===== src/rtl/dma_chan_pkg.sv =====
package dma_chan_pkg;

  localparam int F_EN      = 0;
  localparam int F_CHAIN   = 1;
  localparam int F_EOT_EN  = 2;
  localparam int F_EOB_EN  = 3;
  localparam int F_IE_EOT  = 4;
  localparam int F_IE_EOB  = 5;
  localparam int F_IE_DLD  = 6;
  localparam int F_BURST   = 7;
  localparam int LEN_LSB   = 16;

  typedef enum logic [1:0] {
    CH_IDLE  = 2'd0,
    CH_RUN   = 2'd1,
    CH_DRAIN = 2'd2,
    CH_FETCH = 2'd3
  } ch_state_e;

  // flags and enables ordered {dld, eob, eot}
  function automatic logic irq_merge(input logic [2:0] flags, input logic [2:0] ie);
    return |(flags & ie);
  endfunction

endpackage


===== src/rtl/dma_chan_ctlreg.sv =====
module dma_chan_ctlreg
  import dma_chan_pkg::*;
#(
  parameter  int LEN_W = 16,
  localparam int CTL_W = LEN_LSB + LEN_W
) (
  input  logic             clk,
  input  logic             rst_n,
  input  logic             ld_desc,
  input  logic [CTL_W-1:0] desc_word,
  input  logic             sw_wr,
  input  logic [CTL_W-1:0] wr_data,
  input  logic             force_off,
  input  logic             beat,
  input  logic             clr_en,
  output logic [CTL_W-1:0] ctl_q
);

  function automatic logic [LEN_W-1:0] len_dec(input logic [LEN_W-1:0] len);
    return len - LEN_W'(1);
  endfunction

  always_ff @(posedge clk) begin
    if (!rst_n) begin
      ctl_q <= '0;
    end else if (ld_desc) begin
      ctl_q <= desc_word;
    end else if (sw_wr) begin
      ctl_q <= wr_data;
      if (force_off) ctl_q[F_EN] <= 1'b0;
    end else begin
      if (beat)   ctl_q[CTL_W-1:LEN_LSB] <= len_dec(ctl_q[CTL_W-1:LEN_LSB]);
      if (clr_en) ctl_q[F_EN] <= 1'b0;
    end
  end

endmodule


===== src/rtl/dma_chan_fsm.sv =====
module dma_chan_fsm
  import dma_chan_pkg::*;
(
  input  logic      clk,
  input  logic      rst_n,
  input  logic      idle_start,
  input  logic      idle_fetch,
  input  logic      sw_off,
  input  logic      wr_chain,
  input  logic      run_end,
  input  logic      beat,
  input  logic      drain_done,
  input  logic      fetch_done,
  input  logic      desc_en,
  input  logic      chain,
  output ch_state_e state,
  output logic      act
);

  ch_state_e state_d;
  logic      act_d;

  always_comb begin
    state_d = state;
    act_d   = act;
    unique case (state)
      CH_IDLE: begin
        if (idle_start)      state_d = CH_RUN;
        else if (idle_fetch) state_d = CH_FETCH;
      end
      CH_RUN: begin
        if (sw_off) begin
          if (act)           state_d = CH_DRAIN;
          else if (wr_chain) state_d = CH_FETCH;
          else               state_d = CH_IDLE;
        end else if (run_end) begin
          state_d = chain ? CH_FETCH : CH_IDLE;
          act_d   = 1'b0;
        end else if (beat) begin
          act_d   = 1'b1;
        end
      end
      CH_DRAIN: begin
        if (drain_done) begin
          state_d = chain ? CH_FETCH : CH_IDLE;
          act_d   = 1'b0;
        end
      end
      CH_FETCH: begin
        if (fetch_done) state_d = desc_en ? CH_RUN : CH_IDLE;
      end
      default: state_d = CH_IDLE;
    endcase
  end

  always_ff @(posedge clk) begin
    if (!rst_n) begin
      state <= CH_IDLE;
      act   <= 1'b0;
    end else begin
      state <= state_d;
      act   <= act_d;
    end
  end

endmodule


===== src/rtl/dma_chan_flags.sv =====
module dma_chan_flags
  import dma_chan_pkg::*;
(
  input  logic       clk,
  input  logic       rst_n,
  input  logic       set_dld,
  input  logic       set_eob,
  input  logic       set_eot,
  input  logic       rd_clr,
  input  logic [2:0] ie,
  output logic [2:0] flags,
  output logic       irq
);

  logic [2:0] set_v;
  assign set_v = {set_dld, set_eob, set_eot};

  always_ff @(posedge clk) begin
    if (!rst_n) flags <= '0;
    else        flags <= set_v | (rd_clr ? 3'b000 : flags);
  end

  assign irq = irq_merge(flags, ie);

endmodule


===== src/rtl/dma_chan_ctl.sv =====
module dma_chan_ctl
  import dma_chan_pkg::*;
#(
  parameter  int LEN_W = 16,
  localparam int CTL_W = LEN_LSB + LEN_W
) (
  input  logic             clk,
  input  logic             rst_n,
  input  logic             wr_en,
  input  logic [CTL_W-1:0] wr_data,
  input  logic             rd_stat,
  input  logic             xfer_req,
  input  logic             eot_in,
  input  logic             fifo_empty,
  input  logic             desc_ld_done,
  input  logic [CTL_W-1:0] desc_word,
  output logic [CTL_W-1:0] ctl_word,
  output logic             stat_en,
  output logic             stat_act,
  output logic             stat_dld,
  output logic             stat_eob,
  output logic             stat_eot,
  output logic             irq,
  output logic             xfer_beat,
  output logic             drain_cmd,
  output logic             desc_ld_req
);

  ch_state_e        state;
  logic             act;
  logic [2:0]       flags;
  logic [LEN_W-1:0] len;
  logic             in_idle, in_run, in_drain, in_fetch;

  // named internal events
  logic ev_beat, ev_eob, ev_eot, ev_run_end, ev_sw_off;
  logic ev_drain_done, ev_fetch_done, ev_idle_start, ev_idle_fetch, ev_sw_wr;

  assign len      = ctl_word[CTL_W-1:LEN_LSB];
  assign in_idle  = (state == CH_IDLE);
  assign in_run   = (state == CH_RUN);
  assign in_drain = (state == CH_DRAIN);
  assign in_fetch = (state == CH_FETCH);

  assign ev_sw_wr      = wr_en && !in_fetch;
  assign ev_beat       = in_run && !wr_en && xfer_req && (len != '0);
  assign ev_eob        = ev_beat && (len == LEN_W'(1));
  assign ev_eot        = in_run && !wr_en && eot_in && ctl_word[F_EOT_EN];
  assign ev_run_end    = ev_eob || ev_eot;
  assign ev_sw_off     = in_run && wr_en && !wr_data[F_EN];
  assign ev_drain_done = in_drain && fifo_empty;
  assign ev_fetch_done = in_fetch && desc_ld_done;
  assign ev_idle_start = in_idle && wr_en && wr_data[F_EN];
  assign ev_idle_fetch = in_idle &&
                         ((wr_en && !wr_data[F_EN] && wr_data[F_CHAIN]) ||
                          (!wr_en && xfer_req && ctl_word[F_CHAIN]));

  dma_chan_ctlreg #(.LEN_W(LEN_W)) u_ctlreg (
    .clk       (clk),
    .rst_n     (rst_n),
    .ld_desc   (ev_fetch_done),
    .desc_word (desc_word),
    .sw_wr     (ev_sw_wr),
    .wr_data   (wr_data),
    .force_off (in_drain),
    .beat      (ev_beat),
    .clr_en    (ev_run_end),
    .ctl_q     (ctl_word)
  );

  dma_chan_fsm u_fsm (
    .clk        (clk),
    .rst_n      (rst_n),
    .idle_start (ev_idle_start),
    .idle_fetch (ev_idle_fetch),
    .sw_off     (ev_sw_off),
    .wr_chain   (wr_data[F_CHAIN]),
    .run_end    (ev_run_end),
    .beat       (ev_beat),
    .drain_done (ev_drain_done),
    .fetch_done (ev_fetch_done),
    .desc_en    (desc_word[F_EN]),
    .chain      (ctl_word[F_CHAIN]),
    .state      (state),
    .act        (act)
  );

  dma_chan_flags u_flags (
    .clk     (clk),
    .rst_n   (rst_n),
    .set_dld (ev_fetch_done),
    .set_eob (ev_eob),
    .set_eot (ev_eot),
    .rd_clr  (rd_stat),
    .ie      ({ctl_word[F_IE_DLD], ctl_word[F_IE_EOB], ctl_word[F_IE_EOT]}),
    .flags   (flags),
    .irq     (irq)
  );

  assign stat_en     = in_run || in_drain;
  assign stat_act    = act;
  assign stat_dld    = flags[2];
  assign stat_eob    = flags[1];
  assign stat_eot    = flags[0];
  assign xfer_beat   = ev_beat;
  assign drain_cmd   = in_drain;
  assign desc_ld_req = in_fetch;

endmodule


===== config.mk =====
export PLATFORM = sky130hd
export DESIGN_NAME = dma_chan_ctl
export DESIGN_NICKNAME = d
export VERILOG_FILES = /design/src/rtl/dma_chan_pkg.sv /design/src/rtl/dma_chan_ctlreg.sv /design/src/rtl/dma_chan_fsm.sv /design/src/rtl/dma_chan_flags.sv /design/src/rtl/dma_chan_ctl.sv
export SDC_FILE = /design/constraint.sdc
export NUM_CORES = 1
export LEC_CHECK = 0
export BUFFER_PORTS_ARGS = -buffer_cell sky130_fd_sc_hd__buf_2
export CAP_MARGIN = 20
export CORE_MARGIN = 2
export CORE_UTILIZATION = 42
export CTS_CLUSTER_DIAMETER = 120
export DETAILED_ROUTE_END_ITERATION = 6
export PLACE_DENSITY_LB_ADDON = 0.25
export SLEW_MARGIN = 20
export SYNTH_ARGS = -nofsm -noshare
export SYNTH_HDL_FRONTEND = slang
export SYNTH_SLANG_ARGS = --single-unit

===== constraint.sdc =====
create_clock -name clk -period 2.19 [get_ports clk]
set_input_delay 0.219 -clock clk [delete_from_list [all_inputs] [get_ports clk]]
set_output_delay 0.219 -clock clk [all_outputs]
set_load 0.05 [all_outputs]

### Word level (Yosys, flattened, before mapping)

Cells that the tools add are included.

| storage, ports and cells | value |
|---|---|
| bits in registers | 38 |
| input bits | 72 |
| output and inout port bits | 41 |
| word-level logic and storage cells | 76 |

| cells by class | value |
|---|---|
| $add $sub $neg | 1 |
| equality and inequality tests | 10 |
| multiplexer cells | 24 |
| bitwise operators | 2 |
| reduce and logical (&&, ||, !) cells | 33 |

Operators with widths:

| kind | number |
|---|---|
| 16-bit two-way mux | 2 |
| 32-bit two-way mux | 1 |
| 1-bit logical AND | 18 |
| 2-bit two-way mux | 9 |
| 16-bit by 1-bit equality test with 1-bit output (second input constant) | 1 |
| 16-bit nonzero test | 1 |
| 16-bit by 1-bit subtractor with 16-bit output (second input constant) | 1 |
| 15-bit two-way mux | 1 |
| 3-bit by 1-bit inequality test with 1-bit output (second input constant) | 3 |
| 1-bit two-way mux | 8 |
| 2-bit case mux with 4 select lines | 1 |
| 4-bit AND reduction | 2 |
| 3-bit nonzero test | 2 |
| 2-bit equality test (second input constant) | 2 |
| 2-bit by 1-bit inequality test with 1-bit output (second input constant) | 2 |
| 2-bit nonzero test | 2 |
| 3-bit bitwise AND | 1 |
| 1-bit zero test | 3 |
| 1-bit logical OR | 3 |
| 3-bit two-way mux | 1 |
| 3-bit OR | 1 |
| 3-bit OR reduction | 1 |
| 2-bit by 1-bit equality test with 1-bit output (second input constant) | 1 |
| 2-bit zero test | 1 |
| 2 further kinds | 2 |

### Longest topological paths before layout

| logic depth | value |
|---|---|
| depth after elaboration | 9 |
| depth in mapped cells | 8 |
| mapped depth without buffers | 7 |

### Cells and area by module

Synthesis repeated with hierarchy kept, for this count alone.

| second synthesis, totals | value |
|---|---|
| cells, all modules | 309 |
| area total of the unflattened synthesis | 2557.5 sq um |

Modules (own cells, without submodules):

| module | times used | cells each | area an instance (sq um) | sequential area each (sq um) |
|---|---|---|---|---|
| dma_chan_ctlreg | 1 | 240 | 1995.7 | 640.6 |
| dma_chan_fsm | 1 | 31 | 246.5 | 60.1 |
| dma_chan_ctl | 1 | 27 | 200.2 | 0.0 |
| dma_chan_flags | 1 | 11 | 115.1 | 60.1 |

### Least setup slack after synthesis

No wires, ideal clock.

| path | value |
|---|---|
| path type | register to register |
| from | register u_ctlreg.ctl_q[17] |
| to | register u_ctlreg.ctl_q[24] |
| library setup time | 122 ps |
| data arrival time | 2544 ps |
| required time | 2068 ps |
| slack | -476 ps |
| cell stages (with the launch flop) | 8 |
| buffers on the path | 0 |
| period minus slack after synthesis | 2666 ps |
| cell sequence | dfxtp_1 > inv_1 > ha_1 > or4b_2 > nor4_4 > nor2_1 > and3_1 > a311o_1 |

| between the ends | value |
|---|---|
| elaborated cells between the ends (all ways) | 7 |
| classes of those cells | add/sub: 1; mux: 3; reduce/logical: 3 |

RTL lines:

| element | RTL line | text |
|---|---|---|
| start: declaration | dma_chan_ctlreg.sv:16 | `output logic [CTL_W-1:0] ctl_q` |
| start signal: assignment | dma_chan_ctlreg.sv:27 | `ctl_q <= desc_word;` |
| start signal: assignment | dma_chan_ctlreg.sv:29 | `ctl_q <= wr_data;` |
| start signal: indexed assignment | dma_chan_ctlreg.sv:32 | `if (beat) ctl_q[CTL_W-1:LEN_LSB] <= len_dec(ctl_q[CTL_W-1:LEN_LSB]);` |
| 16-bit nonzero test | dma_chan_ctl.sv:46 | `assign ev_beat = in_run && !wr_en && xfer_req && (len != '0);` |
| 1-bit logical AND | dma_chan_ctl.sv:46 |  |
| via xfer_beat | dma_chan_ctl.sv:24 | `output logic xfer_beat,` |
| 3-bit nonzero test (no line) | n/a |  |

The timed path passes the listed nets, and every way through them passes these cells. The select of a mux whose other input is x is not followed.
A chain may end at the register's enable or synchronous reset.

### Final worst setup path

| path | value |
|---|---|
| from | register u_ctlreg.ctl_q[27] |
| to | output port xfer_beat |

| between the ends | value |
|---|---|
| word-level cells in the longest chain between the ends | 2 |

RTL lines:

| element | RTL line |
|---|---|
| 16-bit nonzero test | dma_chan_ctl.sv:46 |
| 1-bit logical AND | dma_chan_ctl.sv:46 |
| end: declaration | dma_chan_ctl.sv:24 |

No other way between the ends.

==> impl_metrics.ini <==
[setup_path]
crit_start = u_ctlreg.ctl_q[27]
cpMaxStageDelayCell = or4_4
critical_path_class = flip-flop to output port
worstSetupStartpointType = flip-flop
cp.depth = 5
crit_chain = or4_4 -> nor4_4 -> buf_4 -> nor2_4 -> buf_6
path_buf_inv = 2
reg2reg_depth = 7
cp_top_family = simple AND/OR/NAND/NOR gates
worstPathRequired_ps = 1970
worstPathMaxFanout = 4
timing.rr.end = u_ctlreg.ctl_q[30]
cp-end-kind = output port
cpPeakStageDelay_ps = 580
reg2reg_from = u_ctlreg.ctl_q[27]
worstPathArrival_ps = 1960
r2r_setup_slack_ps = 30

[routing]
drc = 0
viasPerCell = 5.434
firstDrtPassIters = 5
wirelength_um = 7236
wl_met3_um = 552
routedWlPerCell_um = 14.80
drtIter0Drc = 139
dr_total_vias = 2657
routed-wl-met2_um = 3394
drtAntennaViolNets = 0
wl_met1_um = 3180
top_layer_used = met4

[clock_tree]
ctsLongestPathBuffers = 2
clk_pin_slew_worst_paths_ps = 80
insertion_delay_ps = 300
h-tree-depth = 2
cts_buffers = 5
clkSinkCount = 38
hold_buffers = 0
cts_root_buf = clkbuf_8
cts_tree = yes

[sta]
rsz0062_at_grt = true
setup_violations = 0
final_max_slew_viol_count = 0
finalWorstSetupSlack_ps = 10.90
fmax_mhz = 458.9
hold_viol_final = 0
fin_crit_sh_pct = 99.50
clock_skew_ps = 5.517
fin_setup_tns_ps = 0
worst_pin_slew_ps = 540.7
timing.slew.headroom_pct = 63.82
fin_crit_ps = 2179

[floorplanning]
fp.dieW_um = 78.50
dieArea_um2 = 6162
die-height_um = 78.50
num_rows = 27
start_util_pct = 42.86
coreArea_um2 = 5439
pin_count = 113

[placement]
io_buffers = 112
hpwlAfterDp_um = 5124
place.gp.congestion = 0.8609
dp_slack_ps = -5.443

[worst_hold_path]
hold_depth = 3
hold_end = u_ctlreg.ctl_q[18]
hold_path.class = input pin to flip-flop
min_from = desc_word[18]

[logic_synthesis]
syn_avg_cell_area_um2 = 7.770
synthArstFlopShare_pct = 0
synth_cells = 300
synth_warnings = 0
syn_area_um2 = 2331
synthFlopType = dfxtp_1
synth-edff-count = 0
ys_ff_latch = 38
synthDistinctLibCells = 60
ys_seq_area_share_pct = 32.64
synth_nets = 379

[finish]
final_util_pct = 58.71
drive_gt1_share_pct = 40.29
area_delta_synth_final_pct = 36.98
fin_nets = 495
multi_input_area_um2 = 1473
seqCellArea_um2 = 784.5
diodes = 0
final_common_cell = buf_2
num-fill-cells = 514
final_cell_mix = buf_2, nand2_1, nor2_1

[job]
maxCapViolCount = 0

[grt]
antenna_found_initial = 0
grt_pass1_vias = 2418
gr-total-overflow = 0
grt_max_degree = 41
grt_use_total_pct = 23.57
grt_first_pass_wirelength_um = 11640

[power_and_ir_drop]
fin_total_pwr_mw = 3.357
power_density_nw_per_um2 = 1051
seqPwrFrac_pct = 29.3
leakagePower_nw = 1.465
peakVddDrop_mv = 0.5709
switchingPower_mw = 1.623
netSwitchingFraction_pct = 48.37
power_frac_comb_pct = 56.3
p_int_mw = 1.733
clkPwrFrac_pct = 14.4

[run_status]
outcome = finished, final reports clean
## metrics by stage
stage	std cells	hold slack, ps	instance area, um2
after floorplan	300	366.3	2392
after global routing	489	177.5	3193
after global placement	475	466.1	3039
after CTS	484	165.9	3132
final	489	173.2	3193
after detailed placement	475	468.7	3039
## cell type report
type	count	share of cell area [%]
clock buffers	6	2.273
clock inverters	2	0.3135
inverters	9	1.215
multi-input cells	229	46.12
flip-flops and latches	38	24.57
well taps	72	2.821
repair buffers	133	22.69
## cells by family after synthesis
logic type / count (synthesis) / share of synthesized area (%)
AO/OA/AOI/OAI: 90 / 26.20
XOR/XNOR: 10 / 3.757
adder cells (fa/ha/maj): 7 / 3.757
buffers and inverters: 33 / 6.227
flip-flops: 38 / 32.64
multiplexers: 2 / 0.8589
AND/OR/NAND/NOR: 120 / 26.57
## state kept, by name, indices dropped and copies added (netlist names)
register	flops
u_ctlreg.ctl_q	32
u_fsm.state	2
u_flags.flags	3
u_fsm.act	1
## worst max path at each step
stage,end
detailed placement,u_ctlreg.ctl_q[24]
finish,xfer_beat
global placement,u_ctlreg.ctl_q[24]
floorplan,u_ctlreg.ctl_q[24]
global route,u_ctlreg.ctl_q[30]
CTS,u_ctlreg.ctl_q[24]
## synthesized netlist by cell type, types with 3 or more instances
cell type | count | share of area, %
nand2_1 | 43 | 6.9
dfxtp_1 | 38 | 33
nor2_1 | 31 | 5.0
a21oi_1 | 20 | 4.3
o21ai_0 | 18 | 3.9
clkbuf_1 | 17 | 2.7
a311oi_1 | 15 | 5.6
inv_1 | 8 | 1.3
nor3_1 | 8 | 1.7
ha_1 | 7 | 3.8
o211ai_1 | 6 | 1.9
a31oi_1 | 5 | 1.3
nand2b_1 | 5 | 1.3
xnor2_1 | 5 | 1.9
xor2_1 | 5 | 1.9
nor4_1 | 4 | 1.1
nand3b_1 | 3 | 0.97
o221ai_1 | 3 | 1.1
o22ai_1 | 3 | 0.81
## power by group through the flow
stage,Combinational [mW],Sequential (mW),Clock (mW)
2_1_floorplan,1.04,1.35,0
3_3_place_gp,1.80,0.986,0
3_5_place_dp,1.82,0.992,0
4_1_cts,1.83,0.979,0.489
6_report,1.89,0.985,0.482
5_1_grt,2.04,1.01,0.526
## layer usage
metal  GRT usage (%)  vias to the layer above
li1                -                     1326
met1           30.98                     1215
met2           38.21                      108
met3           5.057                        8
met4           7.895                        0
met5               0                        -
## worst register-to-register path: cells and delay by family (launching register included)
| kind | cells | cell delay [ps] |
|---|---|---|
| flip-flops | 1 | 340 |
| AO/OA/AOI/OAI | 1 | 130 |
| XOR/XNOR | 1 | 130 |
| AND/OR/NAND/NOR | 3 | 1180 |
| buffers and inverters | 2 | 320 |
## repair_timing
| item | 4_1_cts | 5_1_grt |
|---|---|---|
| buffers inserted | 1 | 5 |
| setup endpoints to repair | 2 | 4 |
| pin swaps | 2 | 4 |
| cloned | 0 | 0 |
| gates resized for setup | 1 | 6 |
No activity file was read; power rests on OpenSTA's default activity.
